[src/rtl/rxq_pkg.sv]
package rxq_pkg;
  typedef enum logic {
    PROTO_T0 = 1'b0,
    PROTO_T1 = 1'b1
  } proto_e;

  function automatic logic is_t0_drop(input logic valid, input logic perr, input proto_e proto);
    return valid && perr && (proto == PROTO_T0);
  endfunction
endpackage

[src/rtl/rxq_store.sv]
module rxq_store #(
  parameter int DW        = 8,
  parameter int MAX_DEPTH = 8,
  localparam int PW       = $clog2(MAX_DEPTH)
) (
  input  logic          clk,
  input  logic          rst_n,
  input  logic          push,
  input  logic [DW-1:0] wdata,
  input  logic          pop,
  output logic [DW-1:0] rdata,
  output logic [PW:0]   level
);
  localparam logic [PW-1:0] LAST = PW'(MAX_DEPTH - 1);

  logic [DW-1:0] slots [MAX_DEPTH];
  logic [PW-1:0] wr_ptr, rd_ptr;

  always_ff @(posedge clk) begin
    if (push) slots[wr_ptr] <= wdata;
  end

  always_ff @(posedge clk or negedge rst_n) begin
    if (!rst_n) begin
      wr_ptr <= '0;
      rd_ptr <= '0;
      level  <= '0;
    end else begin
      if (push) wr_ptr <= (wr_ptr == LAST) ? '0 : wr_ptr + 1'b1;
      if (pop)  rd_ptr <= (rd_ptr == LAST) ? '0 : rd_ptr + 1'b1;
      case ({push, pop})
        2'b10:   level <= level + 1'b1;
        2'b01:   level <= level - 1'b1;
        default: level <= level;
      endcase
    end
  end

  assign rdata = slots[rd_ptr];
endmodule

[src/rtl/rxq_errcnt.sv]
module rxq_errcnt #(
  parameter int LW = 3
) (
  input  logic          clk,
  input  logic          rst_n,
  input  logic          err_evt,
  input  logic          load,
  input  logic [LW-1:0] lim,
  output logic          hit
);
  logic [LW-1:0] cnt;
  logic          armed;

  assign hit = err_evt && armed && !load && (cnt == lim);

  always_ff @(posedge clk or negedge rst_n) begin
    if (!rst_n) begin
      cnt   <= '0;
      armed <= 1'b1;
    end else if (load) begin
      cnt   <= '0;
      armed <= 1'b1;
    end else if (err_evt && armed) begin
      if (cnt == lim) armed <= 1'b0;
      else            cnt   <= cnt + 1'b1;
    end
  end
endmodule

[src/rtl/rxq_flags.sv]
module rxq_flags (
  input  logic clk,
  input  logic rst_n,
  input  logic set_perr,
  input  logic set_ovr,
  input  logic clr,
  output logic perr,
  output logic ovr
);
  always_ff @(posedge clk or negedge rst_n) begin
    if (!rst_n) begin
      perr <= 1'b0;
      ovr  <= 1'b0;
    end else begin
      perr <= set_perr | (perr & ~clr);
      ovr  <= set_ovr  | (ovr  & ~clr);
    end
  end
endmodule

[src/rtl/card_rx_queue.sv]
module card_rx_queue
  import rxq_pkg::*;
#(
  parameter int DW        = 8,
  parameter int MAX_DEPTH = 8,
  localparam int PW       = $clog2(MAX_DEPTH)
) (
  input  logic          clk,
  input  logic          rst_n,
  input  logic          in_valid,
  output logic          in_ready,
  input  logic [DW-1:0] in_data,
  input  logic          in_perr,
  output logic          out_valid,
  input  logic          out_ready,
  output logic [DW-1:0] out_data,
  input  logic [PW-1:0] cfg_depth,
  input  logic          cfg_t1,
  input  logic [PW-1:0] cfg_err_lim,
  input  logic          cfg_err_load,
  input  logic          cfg_sync,
  input  logic          card_io,
  input  logic          stat_rd,
  output logic          st_full,
  output logic          st_empty,
  output logic          st_perr,
  output logic          st_overrun,
  output logic          irq_n
);
  proto_e        proto;
  logic [PW:0]   level, depth_n;
  logic [DW-1:0] head;
  logic          drop_t0, want_store, push, pop, cnt_hit, perr_set, ovr_set;

  assign proto      = cfg_t1 ? PROTO_T1 : PROTO_T0;
  assign depth_n    = {1'b0, cfg_depth} + {{PW{1'b0}}, 1'b1};
  assign st_full    = (level >= depth_n);
  assign st_empty   = (level == '0);
  assign in_ready   = 1'b1;
  assign out_valid  = !st_empty;

  assign drop_t0    = is_t0_drop(in_valid, in_perr, proto);
  assign want_store = in_valid && !drop_t0;
  assign push       = want_store && !st_full;
  assign pop        = out_valid && out_ready;
  assign ovr_set    = want_store && st_full;
  assign perr_set   = (in_valid && in_perr && proto == PROTO_T1) || cnt_hit;

  rxq_store #(.DW(DW), .MAX_DEPTH(MAX_DEPTH)) u_store (
    .clk(clk), .rst_n(rst_n), .push(push), .wdata(in_data),
    .pop(pop), .rdata(head), .level(level)
  );

  rxq_errcnt #(.LW(PW)) u_errcnt (
    .clk(clk), .rst_n(rst_n), .err_evt(drop_t0), .load(cfg_err_load),
    .lim(cfg_err_lim), .hit(cnt_hit)
  );

  rxq_flags u_flags (
    .clk(clk), .rst_n(rst_n), .set_perr(perr_set), .set_ovr(ovr_set),
    .clr(stat_rd), .perr(st_perr), .ovr(st_overrun)
  );

  generate
    if (DW > 1) begin : g_wide
      assign out_data = cfg_sync ? {head[DW-1:1], card_io} : head;
    end else begin : g_narrow
      assign out_data = cfg_sync ? card_io : head;
    end
  endgenerate

  assign irq_n = !(st_full || st_perr || st_overrun);
endmodule

[config.mk]
export PLATFORM = sky130hd
export DESIGN_NAME = card_rx_queue
export DESIGN_NICKNAME = d
export VERILOG_FILES = /design/src/rtl/rxq_pkg.sv /design/src/rtl/rxq_store.sv /design/src/rtl/rxq_errcnt.sv /design/src/rtl/rxq_flags.sv /design/src/rtl/card_rx_queue.sv
export SDC_FILE = /design/constraint.sdc
export NUM_CORES = 1
export LEC_CHECK = 0
export CORE_UTILIZATION = 60
export DETAILED_ROUTE_END_ITERATION = 10
export GPL_TIMING_DRIVEN = 0
export PLACE_DENSITY_LB_ADDON = 0.2
export RECOVER_POWER = 100
export REMOVE_ABC_BUFFERS = 1
export SETUP_SLACK_MARGIN = 0.4
export SLEW_MARGIN = 10
export SYNTH_ARGS = -nofsm -noshare
export SYNTH_HDL_FRONTEND = slang
export SYNTH_HIERARCHICAL = 1
export SYNTH_SLANG_ARGS = --single-unit
export TNS_END_PERCENT = 50
[constraint.sdc]
create_clock -name clk -period 9 [get_ports clk]
set_clock_uncertainty 0.1 [all_clocks]
set_input_delay 1.8 -clock clk [delete_from_list [all_inputs] [get_ports clk]]
set_output_delay 1.8 -clock clk [all_outputs]
set_load 0.01 [all_outputs]
==> flow_metrics.env <==
export IMPL_port_buffers=37
export IMPL_clock_sinks=80
export IMPL_postCtsSetupRepairBufs=0
export IMPL_max_slew_worst_pin_slew_ns=1.37
export IMPL_ctsLongestPathBuffers=2
export IMPL_cts_resized=0
export IMPL_pwr_share_comb=0.332
export IMPL_synth_seq_cells=80
export IMPL_firstDrtPassIters=4
export IMPL_rows=28
export IMPL_relSlewSlack=0.0804
export IMPL_max_vdd_ir_drop_uv=206
export IMPL_min_period_ns=6.10
export IMPL_drc=0
export IMPL_die_width_microns=80.0
export IMPL_worst_setup_path_start_kind="input port"
export IMPL_worstHoldPathType="flip-flop to flip-flop"
export IMPL_drive_gt1_frac=0.157
export IMPL_met2_usage=0.340
export IMPL_endpoint_kind="output port"
export IMPL_p_sw_frac=0.299
export IMPL_synth_cell_types=44
export IMPL_n_antenna_cell=0
export IMPL_outcome="finished, final reports clean"
export IMPL_max_freq_mhz=164
export IMPL_cts_tree="done"
export IMPL_dr_total_vias=1953
export IMPL_yosys_top_cells_count="edfxtp_1 (64), dfrtp_1 (15), ha_1 (13)"
export IMPL_power_density_nw_per_um2=276
export IMPL_required_ns=7.10
export IMPL_async_flop_share=0.200
export IMPL_clockRootBuffer="clkbuf_8"
export IMPL_holdBufCountCts=0
export IMPL_yosysTopAreaCell="edfxtp_1"
export IMPL_core_area_sq_um=5890
export IMPL_setup_tns_final_ns=0
export IMPL_grt_pass1_vias=1973
export IMPL_p_int_uw=822
export IMPL_cts_inserted_buffers=9
export IMPL_top_usage_layer="met2"
export IMPL_yosysMostFrequentCell="edfxtp_1"
export IMPL_synth_area_leaders="edfxtp_1 (53%), dfrtp_1 (10%), mux4_1 (5.8%)"
export IMPL_syn2layout_area_growth_pct=16.4
export IMPL_syn_inst=215
export IMPL_num_fill_cells=378
export IMPL_wire_per_inst_microns=17.7
export IMPL_start_util=0.620
export IMPL_power_leakage_nw=1.56
export IMPL_drtIter0Drc=78
export IMPL_synth_edf_count=64
export IMPL_dp_cells=321
export IMPL_grt_start_max_net_pins=20
export IMPL_grt_pass1_wl_microns=9430
export IMPL_ant_nets=0
export IMPL_synth_top_area_share=0.527
export IMPL_syn_area_sq_um=3650
export IMPL_clk_latency_ns=0.33
export IMPL_setup_violations=0
export IMPL_met1_usage=0.265
export IMPL_crit_type="input port to output port"
export IMPL_dieArea_sq_um=6400
export IMPL_seqPwrFrac=0.459
export IMPL_synth_seq_area_share=0.637
export IMPL_track_usage=0.209
export IMPL_gp_congestion=0.754
export IMPL_pwr_share_clk=0.209
export IMPL_slew_violations=0
export IMPL_synth_main_ff_cell="edfxtp_1"
export IMPL_final_cells=336
export IMPL_rsz0062_at_grt="false"
export IMPL_hold_violations=0
export IMPL_yosys_warnings=6
export IMPL_switching_power_uw=350
export IMPL_routed_wl_microns=5940
export IMPL_chipHeight_microns=80.0
export IMPL_drv_cap=0
export IMPL_grt_ovfl_total=0
export IMPL_antenna_found_initial=0
export IMPL_pin_count=39
export IMPL_arrival_ns=4.20
export IMPL_crit_path_max_fanout=4
export IMPL_syn_area_per_cell_sq_um=17.0
export IMPL_clkSlewWorstSetupHoldPaths_ns=0.07
export IMPL_viasPerCell=5.81
export IMPL_post_route_period_util=0.678
export IMPL_use_met3=0.0434
export IMPL_final_nets=294
export IMPL_dpl_hpwl_microns=3890
export IMPL_htreeDepth=3
==> final cells by class <==
| class | count | area (sq um) | area share |
|---|---|---|---|
| repair buffers | 37 | 370 | 0.0872 |
| inverters | 8 | 30.0 | 0.00707 |
| well taps | 75 | 93.8 | 0.0221 |
| clock inverters | 6 | 60.1 | 0.0141 |
| multi-input cells | 121 | 1240 | 0.293 |
| clock buffers | 9 | 124 | 0.0292 |
| flip-flops and latches | 80 | 2320 | 0.547 |
==> registers in the layout (all words and copies together) (netlist names) <==
register        count
u_store/slots      64
u_store/level       4
u_errcnt/cnt        3
u_store/rd_ptr      3
u_store/wr_ptr      3
u_errcnt/armed      1
u_flags/ovr         1
u_flags/perr        1
==> critical path: stages <==
cell	delay [ns]
dlygate4sd3_1	0.58
ha_1	0.29
inv_1	0.04
ha_1	0.26
a2111o_1	0.42
a211oi_2	0.18
dlygate4sd3_1	0.62
==> cells by family after synthesis <==
group / after synthesis / share of synthesized area
multiplexers: 30 / 0.158
AO/OA/AOI/OAI: 22 / 0.0422
AND/OR/NAND/NOR: 46 / 0.0693
XOR/XNOR: 9 / 0.0257
adder cells (fa/ha/maj): 13 / 0.0446
flip-flops: 80 / 0.637
buffers and inverters: 14 / 0.0223
other: 1 / 0.00103
==> placed cells by master, fill, tap and decap left out, types with 2 or more instances in the layout <==
cell type,Yosys,final
o21ai_0,4,4
nand2_1,5,5
a21oi_1,6,6
clkinv_2,0,2
mux2_2,6,5
a21o_1,3,3
inv_1,8,8
xor2_1,4,4
xnor2_1,3,3
mux2_4,8,8
clkbuf_8,0,9
dlygate4sd3_1,0,27
nor3_1,3,3
nand2b_1,5,5
mux4_2,8,8
nor2_1,11,11
nand4b_1,2,2
nand4_1,4,4
mux4_1,8,8
nand3_1,2,2
xnor2_2,2,2
edfxtp_1,64,64
or3_1,2,2
dfrtp_1,15,15
ha_1,13,13
nand3b_1,2,2
clkdlybuf4s50_1,0,10
nor2b_1,6,6
==> power by group through the flow <==
stage	registers, mW	clock network, mW	logic (mW)
after floorplan	0.521	0	0.277
after global placement	0.544	0	0.398
after detailed placement	0.550	0	0.410
after CTS	0.542	0.251	0.413
after global routing	0.549	0.265	0.427
final	0.538	0.246	0.389
==> final timing paths <==
| check | startpoint | endpoint | slack, ns | depth (start not counted) |
|---|---|---|---|---|
| worst max-delay path | cfg_depth[0] | irq_n | 2.90 | 7 |
| worst min-delay path | u_store/level[3] | u_store/level[3] | 0.43 | 1 |
| worst max register to register | u_store/level[0] | u_store/slots[1][3] | 5.49 | 7 |
| worst min register to register | u_store/level[3] | u_store/level[3] | 0.43 | 1 |
| max in group asynchronous | rst_n | u_store/rd_ptr[0] | 6.46 | 1 |
| min in group asynchronous | rst_n | u_errcnt/cnt[1] | 1.87 | 1 |
==> routing by layer <==
layer,part of all wire,wire length (microns)
met4,0.0093,55
met1,0.44,2590
met3,0.048,283
met2,0.51,3010
met5,0,0
==> through the flow <==
| step | setup slack (ns) | util | cell area, sq um | power [mW] | hold slack, ns |
|---|---|---|---|---|---|
| 2_1_floorplan | 4.10 | - | 3600 | 0.798 | 0.370 |
| 3_3_place_gp | 3.10 | 0.690 | 4060 | 0.942 | 0.400 |
| 3_5_place_dp | 3.07 | 0.692 | 4070 | 0.960 | 0.413 |
| 4_1_cts | 3.06 | 0.723 | 4260 | 1.21 | 0.427 |
| 5_1_grt | 2.83 | 0.722 | 4250 | 1.24 | 0.446 |
| 6_report | 2.90 | 0.722 | 4250 | 1.17 | 0.429 |
Note: power is estimated with default switching activity, not from simulation.
